==> config.mk <==
export PLATFORM = sky130hd
export DESIGN_NAME = rxslot_mgr
export DESIGN_NICKNAME = d
export VERILOG_FILES = /design/src/rtl/rxslot_pkg.sv /design/src/rtl/rxslot_entry.sv /design/src/rtl/rxslot_pick.sv /design/src/rtl/rxslot_fsm.sv /design/src/rtl/rxslot_mgr.sv
export SDC_FILE = /design/constraint.sdc
export NUM_CORES = 1
export LEC_CHECK = 0
export BUFFER_PORTS_ARGS = -buffer_cell sky130_fd_sc_hd__buf_2
export CAP_MARGIN = 20
export CELL_PAD_IN_SITES_DETAIL_PLACEMENT = 1
export CELL_PAD_IN_SITES_GLOBAL_PLACEMENT = 2
export CORE_MARGIN = 3
export CORE_UTILIZATION = 35
export CTS_BUF_LIST = sky130_fd_sc_hd__clkbuf_16
export CTS_CLUSTER_DIAMETER = 120
export CTS_CLUSTER_SIZE = 30
export DETAILED_ROUTE_END_ITERATION = 10
export PLACE_DENSITY_LB_ADDON = 0.05
export SYNTH_ARGS = -nofsm -noshare
export SYNTH_HDL_FRONTEND = slang
export SYNTH_SLANG_ARGS = --single-unit
==> constraint.sdc <==
create_clock -name clk -period 2.15 [get_ports clk]
set_clock_uncertainty 0.1 [all_clocks]
set_input_delay 0.1075 -clock clk [delete_from_list [all_inputs] [get_ports clk]]
set_output_delay 0.1075 -clock clk [all_outputs]
set_load 0.02 [all_outputs]
==> src/rtl/rxslot_pkg.sv <==
package rxslot_pkg;

    typedef enum logic [1:0] {
        SLOT_EMPTY   = 2'd0,
        SLOT_LOADED  = 2'd1,
        SLOT_PENDING = 2'd2
    } slot_state_e;

    typedef enum logic [0:0] {
        FS_IDLE = 1'b0,
        FS_XFER = 1'b1
    } fsm_state_e;

    localparam logic [1:0] FLD_STATE = 2'd0;
    localparam logic [1:0] FLD_ADDR  = 2'd1;
    localparam logic [1:0] FLD_COUNT = 2'd2;

endpackage

==> src/rtl/rxslot_entry.sv <==
module rxslot_entry
    import rxslot_pkg::*;
#(
    parameter int AW = 32,
    parameter int LW = 16
) (
    input  logic          clk,
    input  logic          rst_n,
    input  logic          wr_state,
    input  logic          wr_addr,
    input  logic          wr_count,
    input  logic [1:0]    wd_state,
    input  logic [AW-1:0] wd_addr,
    input  logic [LW-1:0] wd_count,
    input  logic          commit,
    input  logic [LW-1:0] commit_len,
    output logic [1:0]    state,
    output logic [AW-1:0] addr,
    output logic [LW-1:0] count
);

    // hardware commit has priority over a host write in the same cycle
    always_ff @(posedge clk or negedge rst_n) begin
        if (!rst_n) begin
            state <= SLOT_EMPTY;
            count <= '0;
        end else if (commit) begin
            state <= SLOT_PENDING;
            count <= commit_len;
        end else begin
            if (wr_state) state <= wd_state;
            if (wr_count) count <= wd_count;
        end
    end

    always_ff @(posedge clk or negedge rst_n) begin
        if (!rst_n)       addr <= '0;
        else if (wr_addr) addr <= wd_addr;
    end

    // the commit leaves the slot pending with the captured length
    a_r11_commit_wins: assert property (@(posedge clk) disable iff (!rst_n)
        commit |=> (state == SLOT_PENDING && count == $past(commit_len)));

endmodule

==> src/rtl/rxslot_pick.sv <==
module rxslot_pick #(
    parameter int N     = 4,
    parameter int IDX_W = 2
) (
    input  logic [N-1:0]     loaded,
    output logic             any,
    output logic [IDX_W-1:0] idx
);

    // scanning downward leaves the lowest loaded index last
    always_comb begin
        any = |loaded;
        idx = '0;
        for (int i = N - 1; i >= 0; i--) begin
            if (loaded[i]) idx = IDX_W'(i);
        end
    end

endmodule

==> src/rtl/rxslot_fsm.sv <==
module rxslot_fsm
    import rxslot_pkg::*;
#(
    parameter int IDX_W  = 2,
    parameter int DMA_AW = 32,
    parameter int LEN_W  = 16
) (
    input  logic              clk,
    input  logic              rst_n,
    input  logic              frm_valid,
    input  logic [LEN_W-1:0]  frm_len,
    input  logic              rx_rst,
    input  logic              any_loaded,
    input  logic [IDX_W-1:0]  pick_idx,
    input  logic [DMA_AW-1:0] pick_addr,
    input  logic              dma_done,
    output logic              frm_ready,
    output logic              dma_req,
    output logic [DMA_AW-1:0] dma_addr,
    output logic [LEN_W-1:0]  dma_len,
    output logic              commit,
    output logic [IDX_W-1:0]  commit_idx,
    output logic              rx_irq
);

    fsm_state_e st, st_nx;
    logic       take;

    // state register
    always_ff @(posedge clk or negedge rst_n) begin
        if (!rst_n) st <= FS_IDLE;
        else        st <= st_nx;
    end

    // transitions: take, drop (self-loop), commit
    always_comb begin
        st_nx = st;
        take  = 1'b0;
        unique case (st)
            FS_IDLE: begin
                if (frm_valid && !rx_rst && any_loaded) begin
                    take  = 1'b1;
                    st_nx = FS_XFER;
                end
            end
            FS_XFER: begin
                if (dma_done) st_nx = FS_IDLE;
            end
            default: st_nx = FS_IDLE;
        endcase
    end

    // outputs: capture the slot at take, pulse the interrupt at commit
    always_ff @(posedge clk or negedge rst_n) begin
        if (!rst_n) begin
            commit_idx <= '0;
            dma_addr   <= '0;
            dma_len    <= '0;
            rx_irq     <= 1'b0;
        end else begin
            if (take) begin
                commit_idx <= pick_idx;
                dma_addr   <= pick_addr;
                dma_len    <= frm_len;
            end
            rx_irq <= commit;
        end
    end

    assign dma_req   = (st == FS_XFER);
    assign commit    = dma_req && dma_done;
    assign frm_ready = (st == FS_IDLE) && (rx_rst || any_loaded);

    a_r3_req_held: assert property (@(posedge clk) disable iff (!rst_n)
        (dma_req && !dma_done) |=> dma_req);

    a_r4_target_held: assert property (@(posedge clk) disable iff (!rst_n)
        (dma_req && !dma_done) |=> ($stable(dma_addr) && $stable(commit_idx) && $stable(dma_len)));

    a_r5_irq_single: assert property (@(posedge clk) disable iff (!rst_n)
        rx_irq |=> !rx_irq);

    a_r5_irq_after_done: assert property (@(posedge clk) disable iff (!rst_n)
        rx_irq |-> !dma_req);

    a_r7_reset_drops: assert property (@(posedge clk) disable iff (!rst_n)
        (!dma_req && frm_valid && rx_rst) |=> !dma_req);

    a_r6_empty_drops: assert property (@(posedge clk) disable iff (!rst_n)
        (!dma_req && frm_valid && !any_loaded) |=> !dma_req);

endmodule

==> src/rtl/rxslot_mgr.sv <==
module rxslot_mgr
    import rxslot_pkg::*;
#(
    parameter int N_SLOTS = 4,
    parameter int ADDR_W  = 5,
    parameter int DATA_W  = 32,
    parameter int DMA_AW  = 32,
    parameter int LEN_W   = 16
) (
    input  logic              clk,
    input  logic              rst_n,
    input  logic              reg_wr,
    input  logic [ADDR_W-1:0] reg_addr,
    input  logic [DATA_W-1:0] reg_wdata,
    output logic [DATA_W-1:0] reg_rdata,
    input  logic              frm_valid,
    input  logic [LEN_W-1:0]  frm_len,
    output logic              frm_ready,
    output logic              dma_req,
    output logic [DMA_AW-1:0] dma_addr,
    output logic [LEN_W-1:0]  dma_len,
    input  logic              dma_done,
    output logic              rx_irq
);

    localparam int IDX_W = (N_SLOTS > 1) ? $clog2(N_SLOTS) : 1;
    localparam int GW    = ADDR_W - 2;

    logic [GW-1:0]     grp;
    logic [1:0]        fld;
    logic              rx_rst;
    logic [1:0]        st_a  [N_SLOTS];
    logic [DMA_AW-1:0] adr_a [N_SLOTS];
    logic [LEN_W-1:0]  cnt_a [N_SLOTS];
    logic [N_SLOTS-1:0] loaded;
    logic              any_loaded;
    logic [IDX_W-1:0]  pick_idx;
    logic              commit;
    logic [IDX_W-1:0]  commit_idx;

    assign grp = reg_addr[ADDR_W-1:2];
    assign fld = reg_addr[1:0];

    // setup word: only the receive-reset bit is stored
    always_ff @(posedge clk or negedge rst_n) begin
        if (!rst_n)                                             rx_rst <= 1'b0;
        else if (reg_wr && grp == '0 && fld == FLD_STATE) rx_rst <= reg_wdata[0];
    end

    for (genvar g = 0; g < N_SLOTS; g++) begin : g_slot
        logic hit;
        assign hit = reg_wr && (grp == GW'(g + 1));

        rxslot_entry #(.AW(DMA_AW), .LW(LEN_W)) u_entry (
            .clk        (clk),
            .rst_n      (rst_n),
            .wr_state   (hit && fld == FLD_STATE),
            .wr_addr    (hit && fld == FLD_ADDR),
            .wr_count   (hit && fld == FLD_COUNT),
            .wd_state   (reg_wdata[1:0]),
            .wd_addr    (reg_wdata[DMA_AW-1:0]),
            .wd_count   (reg_wdata[LEN_W-1:0]),
            .commit     (commit && commit_idx == IDX_W'(g)),
            .commit_len (dma_len),
            .state      (st_a[g]),
            .addr       (adr_a[g]),
            .count      (cnt_a[g])
        );

        assign loaded[g] = (st_a[g] == SLOT_LOADED);
    end

    rxslot_pick #(.N(N_SLOTS), .IDX_W(IDX_W)) u_pick (
        .loaded (loaded),
        .any    (any_loaded),
        .idx    (pick_idx)
    );

    rxslot_fsm #(.IDX_W(IDX_W), .DMA_AW(DMA_AW), .LEN_W(LEN_W)) u_fsm (
        .clk        (clk),
        .rst_n      (rst_n),
        .frm_valid  (frm_valid),
        .frm_len    (frm_len),
        .rx_rst     (rx_rst),
        .any_loaded (any_loaded),
        .pick_idx   (pick_idx),
        .pick_addr  (adr_a[pick_idx]),
        .dma_done   (dma_done),
        .frm_ready  (frm_ready),
        .dma_req    (dma_req),
        .dma_addr   (dma_addr),
        .dma_len    (dma_len),
        .commit     (commit),
        .commit_idx (commit_idx),
        .rx_irq     (rx_irq)
    );

    // read decode: unmapped words return zero
    always_comb begin
        reg_rdata = '0;
        if (grp == '0 && fld == FLD_STATE) reg_rdata = DATA_W'(rx_rst);
        for (int i = 0; i < N_SLOTS; i++) begin
            if (grp == GW'(i + 1)) begin
                unique case (fld)
                    FLD_STATE: reg_rdata = DATA_W'(st_a[i]);
                    FLD_ADDR:  reg_rdata = DATA_W'(adr_a[i]);
                    FLD_COUNT: reg_rdata = DATA_W'(cnt_a[i]);
                    default:   reg_rdata = '0;
                endcase
            end
        end
    end

    a_r2_setup_write: assert property (@(posedge clk) disable iff (!rst_n)
        (reg_wr && reg_addr == '0) |=> (rx_rst == $past(reg_wdata[0])));

    a_r8_ready_needs_slot: assert property (@(posedge clk) disable iff (!rst_n)
        (frm_ready && !rx_rst) |-> (loaded != '0));

endmodule

Word level (Yosys, flattened, before mapping):

Index checks and enable logic that the tools add are counted.

* bits in writable memories: 0
* input bits: 58
* output and inout bits: 83
* register bits: 253
* word-level logic and storage cells: 111
* memories: 0
* bits in latches: 0
* bits in read-only memories: 0

* shift operators: 0
* mux-type cells: 36
* magnitude comparators: 1
* $add $sub $neg: 0
* bitwise gates (word level): 2
* div/mod/pow operators: 0
* eq/ne operators: 13
* reductions and logical operators: 41
* multipliers: 0

Operators with widths (number)
* 32-bit one-hot mux with 3 select lines: 4
* 32-bit two-way mux: 6
* 16-bit two-way mux: 8
* 32-bit binary-select mux with 2-bit select: 1
* 1-bit logical AND: 27
* 2-bit two-way mux: 12
* 2-bit nonzero test: 8
* 2-bit by 1-bit equality test with 1-bit output, second input constant: 6
* 2-bit equality test, second input constant: 3
* 3-bit by 2-bit equality test with 1-bit output, second input constant: 2
* 2-bit logical NOT: 2
* 1-bit two-way mux: 4
* 4-bit OR reduction: 1
* 3-bit by 1-bit equality test with 1-bit output, second input constant: 1
* 3-bit equality test, second input constant: 1
* 3-bit greater-or-equal comparator, second input constant: 1
* 3-bit logical NOT: 1
* 2-bit inverter with 3-bit output: 1
* 1-bit one-hot mux with 2 select lines: 1
* 1-bit logical NOT: 1
* 1-bit logical OR: 1
* 1-bit inverter: 1

Longest topological paths before layout:

Gate-level depths: netlist (run 1).

* word-level depth: 9
* gate-level depth with buffers: 7
* gate-level depth less buffers: 4

By module:

From an unflattened synthesis (run 1), not the netlist that was laid out.

* cells, all modules: 990
* area, all modules: 13421.6 um2

By module, submodules not included
* rxslot_entry: seq. area each 1251.2 um2, area each 2174.6 um2, cells an instance 143, times used 4
* rxslot_mgr: seq. area each 25.0 um2, area each 2727.6 um2, cells an instance 297, times used 1
* rxslot_fsm: seq. area each 1301.2 um2, area each 1960.6 um2, cells an instance 114, times used 1
* rxslot_pick: seq. area each 0.0 um2, area each 35.0 um2, cells an instance 7, times used 1

Worst setup path before layout (run 1):

OpenSTA, ideal clock, no wires.

* path kind: in2out
* start: input port reg_addr[1]
* end: output port reg_rdata[1]
* stages: 7
* data arrival time: 1.571 ns
* path slack: 0.371 ns
* path through: buf_4 > nor2b_1 > buf_2 > buf_2 > a31o_2 > a31oi_1 > o31ai_1

* cells in the longest elaborated chain, start to end: 6
* elaborated cells on any way between the ends: 11
* classes of those cells: eq/ne: 2; mux: 8; reduce/logical: 1

RTL lines
* start: declaration: RTL line rxslot_mgr.sv:13 `input logic [ADDR_W-1:0] reg_addr,`
* 2-bit equality test, or another cell as far along: RTL line rxslot_mgr.sv:104 `unique case (fld)`
* 32-bit one-hot mux with 3 select lines: RTL line rxslot_mgr.sv:104
* 32-bit two-way mux (3 in a row): RTL line rxslot_mgr.sv:103 `if (grp == GW'(i + 1)) begin`
* 32-bit two-way mux *: RTL line rxslot_mgr.sv:103
* end: declaration: RTL line rxslot_mgr.sv:15 `output logic [DATA_W-1:0] reg_rdata,`

Every way passes the cells marked *; elsewhere a longest branch is shown, timed or not.

Worst setup path after layout (run 1):

* start: register g_slot[0].u_entry.addr[15]
* end: output port reg_rdata[15]

* cells in the longest elaborated chain, start to end: 5

RTL lines
* start: declaration: RTL line rxslot_entry.sv:18 `output logic [AW-1:0] addr,`
* start signal: assignment: RTL line rxslot_entry.sv:38 `else if (wr_addr) addr <= wd_addr;`
* 32-bit one-hot mux with 3 select lines: RTL line rxslot_mgr.sv:104
* 32-bit two-way mux (4 in a row): RTL line rxslot_mgr.sv:103

Every way passes these cells.

==> results of run 1 <==
==> power by group through the flow <==
| stage | logic (mW) | clock network, mW | registers (mW) |
|---|---|---|---|
| 2_1_floorplan | 3.05 | 0 | 7.72 |
| 3_3_place_gp | 5.16 | 0 | 7.83 |
| 3_5_place_dp | 5.27 | 0 | 7.87 |
| 4_1_cts | 5.39 | 2.97 | 7.77 |
| 5_1_grt | 5.95 | 3.11 | 8.00 |
| 6_report | 5.34 | 2.84 | 7.79 |
==> worst reg2reg max path: cells and delay by family, from the launching register on <==
family,cells,cell delay [ns]
AND/OR/NAND/NOR,1,0.22
flip-flops,1,0.45
multiplexers,1,0.36
AO/OA/AOI/OAI,1,0.52
buffers and inverters,1,0.22
==> cell usage in the layout, fill, tap and decap left out, types with 2 or more instances in the layout <==
cell type / instances
dfrtp_1: 253
mux2_2: 155
buf_2: 139
nand2_1: 107
mux2i_1: 75
a22oi_1: 72
o21ai_0: 60
nor2_1: 55
dlygate4sd3_1: 52
a21oi_1: 51
o22ai_1: 32
buf_4: 32
o41ai_1: 31
o22a_1: 28
o21ai_1: 20
buf_12: 19
and2_1: 15
clkbuf_16: 13
mux2_1: 10
nand2b_1: 8
nand3_1: 7
nor2b_1: 6
nand3_4: 5
inv_1: 4
o31ai_1: 3
nor2b_4: 2
nor3b_2: 2
or2_2: 2
a31oi_1: 2
a211o_1: 2
nor3_2: 2
nand4_1: 2
clkinvlp_4: 2
==> synth_stat cells, types with 2 or more instances <==
library cell / instances
dfrtp_1: 253
mux2_2: 155
nand2_1: 107
mux2i_1: 75
a22oi_1: 73
o21ai_0: 60
nor2_1: 57
a21oi_1: 51
clkbuf_1: 36
buf_2: 34
o22ai_1: 32
o41ai_1: 31
o22a_1: 28
o21ai_1: 20
buf_4: 17
and2_1: 15
mux2_1: 10
nand2b_1: 9
nor2b_1: 9
nand3_1: 7
buf_6: 5
nand3_4: 5
inv_1: 4
nor3_1: 3
o31ai_1: 3
a211o_1: 2
a221oi_1: 2
a31oi_1: 2
nand4_1: 2
nor3b_2: 2
or2_2: 2
==> logic make-up (layout without fill, tap and decap cells) <==
group,Yosys count,in the layout,share of synthesized area
buffers and inverters,98,266,0.0414
AOI/OAI and AO/OA,312,312,0.164
muxes,241,241,0.208
DFF,253,253,0.501
and+or+nand+nor,223,223,0.0851
==> worst min-delay path by stage <==
stage	startpoint	to	slack [ns]	cells past startpoint
floorplan	rst_n	g_slot[0].u_entry.addr[0]$_DFFE_PN0P_	-0.29	0
global placement	rst_n	u_fsm.dma_addr[26]$_DFFE_PN0P_	-0.02	1
detailed placement	rst_n	u_fsm.dma_addr[26]$_DFFE_PN0P_	-0.02	1
CTS	reg_addr[2]	rx_rst$_DFFE_PN0P_	0.02	4
global route	rst_n	g_slot[1].u_entry.addr[26]$_DFFE_PN0P_	0.02	2
finish	rst_n	u_fsm.dma_addr[26]$_DFFE_PN0P_	-0.02	2
==> state kept, by name (all words and copies together), names as in the netlist <==
register              count
u_fsm.rx_irq              1
u_fsm.dma_req             1
u_fsm.commit_idx          2
g_slot.u_entry.addr     128
u_fsm.dma_addr           32
g_slot.u_entry.count     64
u_fsm.dma_len            16
g_slot.u_entry.state      8
rx_rst                    1
==> routing by layer <==
metal / share of wire / vias to the layer above
met4: 0.012 / 0
li1: - / 4467
met2: 0.43 / 184
met3: 0.034 / 24
met5: 0 / -
met1: 0.53 / 4914
==> stage by stage <==
step / setup WS, ns / instances / util
2_1_floorplan: 0.371 / 1127 / -
3_3_place_gp: 0.272 / 1680 / 0.401
3_5_place_dp: 0.146 / 1680 / 0.401
4_1_cts: 0.00477 / 1750 / 0.428
5_1_grt: 0.000406 / 1750 / 0.428
6_report: 0.0885 / 1750 / 0.428
==> final cells by class <==
cell class,count,share of cell area
sequential,253,0.422
multi-input combinational,776,0.389
clock inverter,4,0.00333
inverter,5,0.00125
timing repair buffer,244,0.125
tap,455,0.0379
clock buffer,13,0.0217
==> what timing repair did <==
action / in CTS / in global routing
setup endpoints to repair: 1 / 3
gates resized for setup: 1 / 4
endpoints found under the hold margin: 463 / 0
hold buffers: 52 / 0
gates cloned: 1 / 0
==> metrics.md, run 1 <==
| Metric | Value |
|---|---|
| Status | complete, but fails checks |
| Failing checks | negative hold slack |
| Sw Ratio | 0.382 |
| Gr ovfl total | 0 |
| Leak | ~6.9 nW |
| Register bit count reported by yosys | 253 |
| DRT Wirelength | 41800 um |
| Synthesized area per cell | about 11 um2 |
| Sequential share of power | 0.488 |
| R2R setup slack | 0.18 ns |
| Core area | ~35000 um2 |
| Clock sink count | between 200 and 300 |
| Placed cell area | 14100 um2 |
| Cell Area, Synth | approximately 13000 um2 |
| Row Count | 68 |
| Final hold violations | 5 |
| Crit-path leading delay family | compound AO/OA/AOI/OAI gates |
| Number of global-route vias before repair | 9921 |
| Total negative setup slack | 0 ns |
| Worst skew pair latency | 0.49 ns |
| Met1 global-route usage | 0.346 |
| Design Area, Final | 15000 um2 |
| Largest net degree at the start of global routing | 66 |
| Min cycle time layout | slightly above 2 ns |
| Fmax | 0.485 GHz |
| Total Power | between 15 and 20 mW |
| PD cells | 1060 nW/um2 |
| Setup Buffers After CTS | 0 |
| Psw | 6.10 mW |
| Die ar. | roughly 38000 um2 |
| Fin crit share | 0.959 |
| Initial Util | 0.360 |
| Relative slew margins | 0.649 |
| CTS clk-pin slew, worst paths | approximately 0.12 ns |
| GRT met3 Usage | 0.0203 |
| FILL cells | just under 4000 |
| DR vias/cell | about 5.5 |
| R2R depth | 4 |
| Max stage delay on crit path | 0.46 ns |
| Logic pwr share | 0.335 |
| Crit path capture type | output port |
| Ys Warns | 0 |
| Clock buffer depth | 3 |
| IO buf count | 140 |
| Cells after Synth | approximately 1100 |
| WP data arrival | 1.85 ns |
| Final setup vio count | 0 |
| Drt first pass iters | 5 |
| Worst Setup EP | reg_rdata[15] |
| Biggest area consumer among synthesized cells | dfrtp_1 |
| CP required | 1.94 ns |
| Final Max Tran Viols | 0 |
| Max Cap Viol | 0 |
| Final ANT Viol Nets | 0 |
| FF-to-FF Start | g_slot[0].u_entry.state[0]$_DFFE_PN0P_ |
| Drc violations | 0 |
| Area of the multi-input gates | roughly 6000 um2 |
| Synth top area cells | dfrtp_1, mux2_2, mux2i_1 |
| Critical-path top delay cell | dfrtp_1 |
| Synth Net Count | about 1200 |
| P&R area growth vs syn | 18.9% |
| Sequential cell area | 6330 um2 |
| Synth cell types | 47 |
| # nets final | 1350 |
| CTS root buf | clkbuf_16 |
| Antenna diodes | 0 |
| Total global routing track utilization | 0.215 |
| WL/cell | ~24 um |
| Worst Max-Slew Pin Slew | about 0.53 ns |
| Vias | 9589 |
| Stages on worst setup path | 4 |
| Hold WS | -0.0159 ns |
| GR met2 Demand/Resource | 0.318 |
| Peak supply drop | 538 uV |
| Cells along the critical path | a22oi_1, o22a_1, o21ai_0, buf_2 |
| WP buf/inv | 1 |
| Post-synth EDFFs | 0 |
| Hold Path Class | in -> async |
| First-pass GRT wire length | 64500 um |
| Ys flop type | dfrtp_1 |
| Die width | between 150 and 200 um |
| Post-DP HPWL | 28300 um |
| R2r endpoint | u_fsm.dma_len[12]$_DFFE_PN0P_ |
| Post-synthesis sequential area ratio | 0.501 |
| Initial antenna violation count | 0 |
| DR iter-0 viols | 503 |
| Die Y | a little under 200 um |
| CTS H-tree lvls | 1 |
| Layout cell share with drive strength beyond 1 | 0.301 |
| I/O pin cnt | 141 |
| CP startpoint | g_slot[0].u_entry.addr[15]$_DFFE_PN0P_ |
| Routability congestion estimate from global placement | 0.800 |
| Internal power consumption | about 9.9 mW |
| CTS tree | yes |
| CTS Buf Count | 12 |
| Yosys top cell area share | 0.501 |
| Worst setup SP type | flip-flop |
| CP Class | reg -> out |
| CP max FO | 3 |
| RSZ-0062 raised after global routing | no |
| Clock share of power | 0.178 |
| Share of synthesized registers carrying an async set or reset | 1.00 |
| GR peak layer | met1 |
Power figures use the tool's default switching activity.
==> run 2: changes to the inputs <==
- ABC_AREA: default -> 1
==> run 2 against run 1 <==
Net effect:
- the run now ends clean
- via count up 31%
- critical path depth up 5
- area after synthesis up 7.2%
- final cell count up 39%
- sequential power down 9.1%
- first-iteration DRC count up 46%
- critical path type is now in -> out
- critical endpoint is now reg_rdata[8]
- largest cell class unchanged
- highest routed layer unchanged
==> metrics.md, run 2 <==
| Metric | Value |
|---|---|
| Status | complete, no violations (was complete, but fails checks) |
| Largest regs | g_slot.u_entry.addr (128), g_slot.u_entry.count (64), u_fsm.dma_addr (32) (unchanged) |
| Share of synthesized registers carrying an async set or reset | 1.00 (unchanged) |
| Row Count | 71 (was 68) |
| Synth Net Count | 1834 (was 1185) |
| Peak supply drop | 805 uV (was 538 uV) |
| Final setup vio count | 0 (unchanged) |
| Max Cap Viol | 0 (unchanged) |
| Most common cell after layout, fill and taps aside | nand2_1 (was dfrtp_1) |
| Crit path capture type | output port (unchanged) |
| Ys flop type | dfrtp_1 (unchanged) |
| Worst setup SP type | primary input (was flip-flop) |
| Hold Path Sink | g_slot[1].u_entry.state[0]$_DFFE_PN0P_ |
| Clock sink count | 253 (unchanged) |
| Min-Delay Startpoint | reg_wr |
| Initial Util | 0.357 (was 0.360) |
| FF-to-FF Start | g_slot[2].u_entry.state[1]$_DFFE_PN0P_ (was g_slot[0].u_entry.state[0]$_DFFE_PN0P_) |
| Drt first pass iters | 5 (unchanged) |
| Fmax | 0.498 GHz (was 0.485 GHz) |
| DR iter-0 viols | 734 (was 503) |
| DRT Wirelength | 49500 um (was 41800 um) |
| Post-DP HPWL | 31300 um (was 28300 um) |
| Vias | 12600 (was 9589) |
| Cells along the critical path | buf_2, inv_1, nand2_2, buf_4, buf_4, o22ai_1, nand2_1, nand4_1, buf_2 (was a22oi_1, o22a_1, o21ai_0, buf_2) |
| Fin crit share | 0.933 (was 0.959) |
| Hold path depth | 5 |
| Total negative setup slack | 0 ns (unchanged) |
| Min cycle time layout | 2.01 ns (was 2.06 ns) |
| Final Max Tran Viols | 0 (unchanged) |
| Leak | 7.85 nW (was 6.94 nW) |
| WL/cell | 20.3 um (was 23.9 um) |
| Top reg by flops | g_slot.u_entry.addr (unchanged) |
| Hold Path Class | in -> reg (was in -> async) |
| Die ar. | 41100 um2 (was 38400 um2) |
| # nets final | 1982 (was 1350) |
| CTS H-tree lvls | 1 (unchanged) |
| RSZ-0062 raised after global routing | no (unchanged) |
| Hold WS | 0.0372 ns (was -0.0159 ns) |
| WP buf/inv | 5 (was 1) |
| Total global routing track utilization | 0.240 (was 0.215) |
| R2R depth | 8 (was 4) |
| Biggest area consumer among synthesized cells | dfrtp_1 (unchanged) |
| Most frequent cells after synthesis | nand2_1, inv_1, dfrtp_1 (was dfrtp_1, mux2_2, nand2_1) |
| Relative slew margins | 0.406 (was 0.649) |
| R2r endpoint | u_fsm.dma_addr[28]$_DFFE_PN0P_ (was u_fsm.dma_len[12]$_DFFE_PN0P_) |
| First-pass GRT wire length | 77700 um (was 64500 um) |
| Layout cell share with drive strength beyond 1 | 0.156 (was 0.301) |
| CTS clk-pin slew, worst paths | 0.13 ns (was 0.12 ns) |
| Setup Buffers After CTS | 0 (unchanged) |
| Die width | 203 um (was 196 um) |
| IO buf count | 140 (unchanged) |
| CP Class | in -> out (was reg -> out) |
| Synthesized area per cell | 7.62 um2 (was 11.2 um2) |
| Final ANT Viol Nets | 0 (unchanged) |
| CTS tree | yes (unchanged) |
| Drc violations | 0 (unchanged) |
| Max stage delay on crit path | 0.43 ns (was 0.46 ns) |
| Crit-path leading delay family | buffers and inverters (was compound AO/OA/AOI/OAI gates) |
| Yosys top cell area share | 0.468 (was 0.501) |
| Synth top area cells | dfrtp_1, nand2_1, o21ai_0 (was dfrtp_1, mux2_2, mux2i_1) |
| Ys Warns | 0 (unchanged) |
| CTS root buf | clkbuf_16 (unchanged) |
| Synth cell types | 38 (was 47) |
| FILL cells | 4751 (was 3862) |
| Register bit count reported by yosys | 253 (unchanged) |
| PD cells | 1080 nW/um2 (was 1060 nW/um2) |
| CP max FO | 32 (was 3) |
| Core area | 37900 um2 (was 35100 um2) |
| Largest net degree at the start of global routing | 65 (was 66) |
| Stages on worst setup path | 9 (was 4) |
| Cells after Synth | 1776 (was 1127) |
| CP required | 1.94 ns (about the same) |
| Highest-count cells in the layout ignoring fill and taps | nand2_1, inv_1, dfrtp_1 (was dfrtp_1, mux2_2, buf_2) |
| Post-synthesis sequential area ratio | 0.468 (was 0.501) |
| P&R area growth vs syn | 17.4% (was 18.9%) |
| Die Y | 203 um (was 196 um) |
| Initial antenna violation count | 0 (unchanged) |
| Number of global-route vias before repair | 13200 (was 9921) |
| Post-synth EDFFs | 0 (unchanged) |
| Critical-path top delay cell | buf_4 (was dfrtp_1) |
| Cell Area, Synth | 13500 um2 (was 12600 um2) |
| WP data arrival | 1.80 ns (was 1.85 ns) |
| Max FFs per register | 128 (unchanged) |
| Antenna diodes | 0 (unchanged) |
| CTS Buf Count | 13 (was 12) |
| DR vias/cell | 5.15 (was 5.48) |
| Worst Max-Slew Pin Slew | 0.891 ns (was 0.527 ns) |
| Final hold violations | 0 (was 5) |
| Gr ovfl total | 0 (unchanged) |
| Clock buffer depth | 3 (unchanged) |
| Count leader, synth | nand2_1 (was dfrtp_1) |
| Worst skew pair latency | 0.52 ns (was 0.49 ns) |
| R2R setup slack | 0.19 ns (was 0.18 ns) |
| I/O pin cnt | 141 (unchanged) |
| Routability congestion estimate from global placement | 0.792 (was 0.800) |
## run 2: logic make-up (layout without fill, tap and decap cells)
kind of cell           Yosys count  count (layout)  share of synthesized area
and+or+nand+nor                745             745                      0.233
AOI/OAI and AO/OA              402             402                      0.183
buffers and inverters          376             528                      0.116
DFF                            253             253                      0.468
## run 2: cell type report
type | count | area [um2] | area share
timing repair buffer | 245 | 1850 | 0.117
sequential | 253 | 6330 | 0.399
clock buffer | 13 | 325 | 0.0205
clock inverter | 6 | 63.8 | 0.00402
inverter | 264 | 995 | 0.0626
multi-input combinational | 1147 | 5680 | 0.357
tap | 511 | 639 | 0.0402
## run 2: how the worst max path moves through the flow
stage / startpoint / slack (ns) / endpoint
floorplan: u_fsm.dma_req$_DFF_PN0_ / 0.49 / g_slot[0].u_entry.count[10]$_DFFE_PN0P_
finish: reg_addr[0] / 0.14 / reg_rdata[8]
detailed placement: reg_addr[0] / 0.17 / reg_rdata[8]
global route: reg_addr[0] / 0.04 / reg_rdata[8]
CTS: g_slot[0].u_entry.state[0]$_DFFE_PN0P_ / 0.02 / frm_ready
global placement: reg_addr[0] / 0.23 / reg_rdata[6]
## run 2: where the power goes
group / total [mW] / internal [mW] / switching [mW]
Combinational: 7.13 / 2.28 / 4.85
Sequential: 7.08 / 6.27 / 0.806
Clock: 2.97 / 1.17 / 1.80
Total: 17.2 / 9.72 / 7.45
## run 2: through the flow
stage | total power [mW] | area [um2] | util | setup WS [ns] | cells
floorplan | 11.5 | 13500 | - | 0.488 | 1776
global placement | 14.1 | 15000 | 0.394 | 0.230 | 2367
detailed placement | 14.3 | 15000 | 0.394 | 0.166 | 2367
CTS | 17.4 | 15900 | 0.419 | 0.0226 | 2439
global route | 18.5 | 15900 | 0.419 | 0.0440 | 2439
finish | 17.2 | 15900 | 0.419 | 0.143 | 2439
## run 2: timing repair
item	CTS	global route
endpoints found under the hold margin	447	0
hold buffers	53	0
gates resized for setup	0	2
endpoints found under the setup margin	0	1
## run 2: layer usage
metal | track usage | part of all wire | vias to the layer above | wire, um
li1 | - | - | 6016 | -
met1 | 0.345 | 0.48 | 6281 | 23600
met2 | 0.405 | 0.47 | 226 | 23500
met3 | 0.0208 | 0.036 | 31 | 1780
met4 | 0.0346 | 0.014 | 0 | 673
met5 | 0 | 0 | - | 0
## run 2: worst register-to-register path, delay by kind of cell, from the launching register on
kind | cells | cell delay (ns)
AND/OR/NAND/NOR | 5 | 0.64
buffers and inverters | 2 | 0.58
flip-flops | 1 | 0.39
AO/OA/AOI/OAI | 1 | 0.18
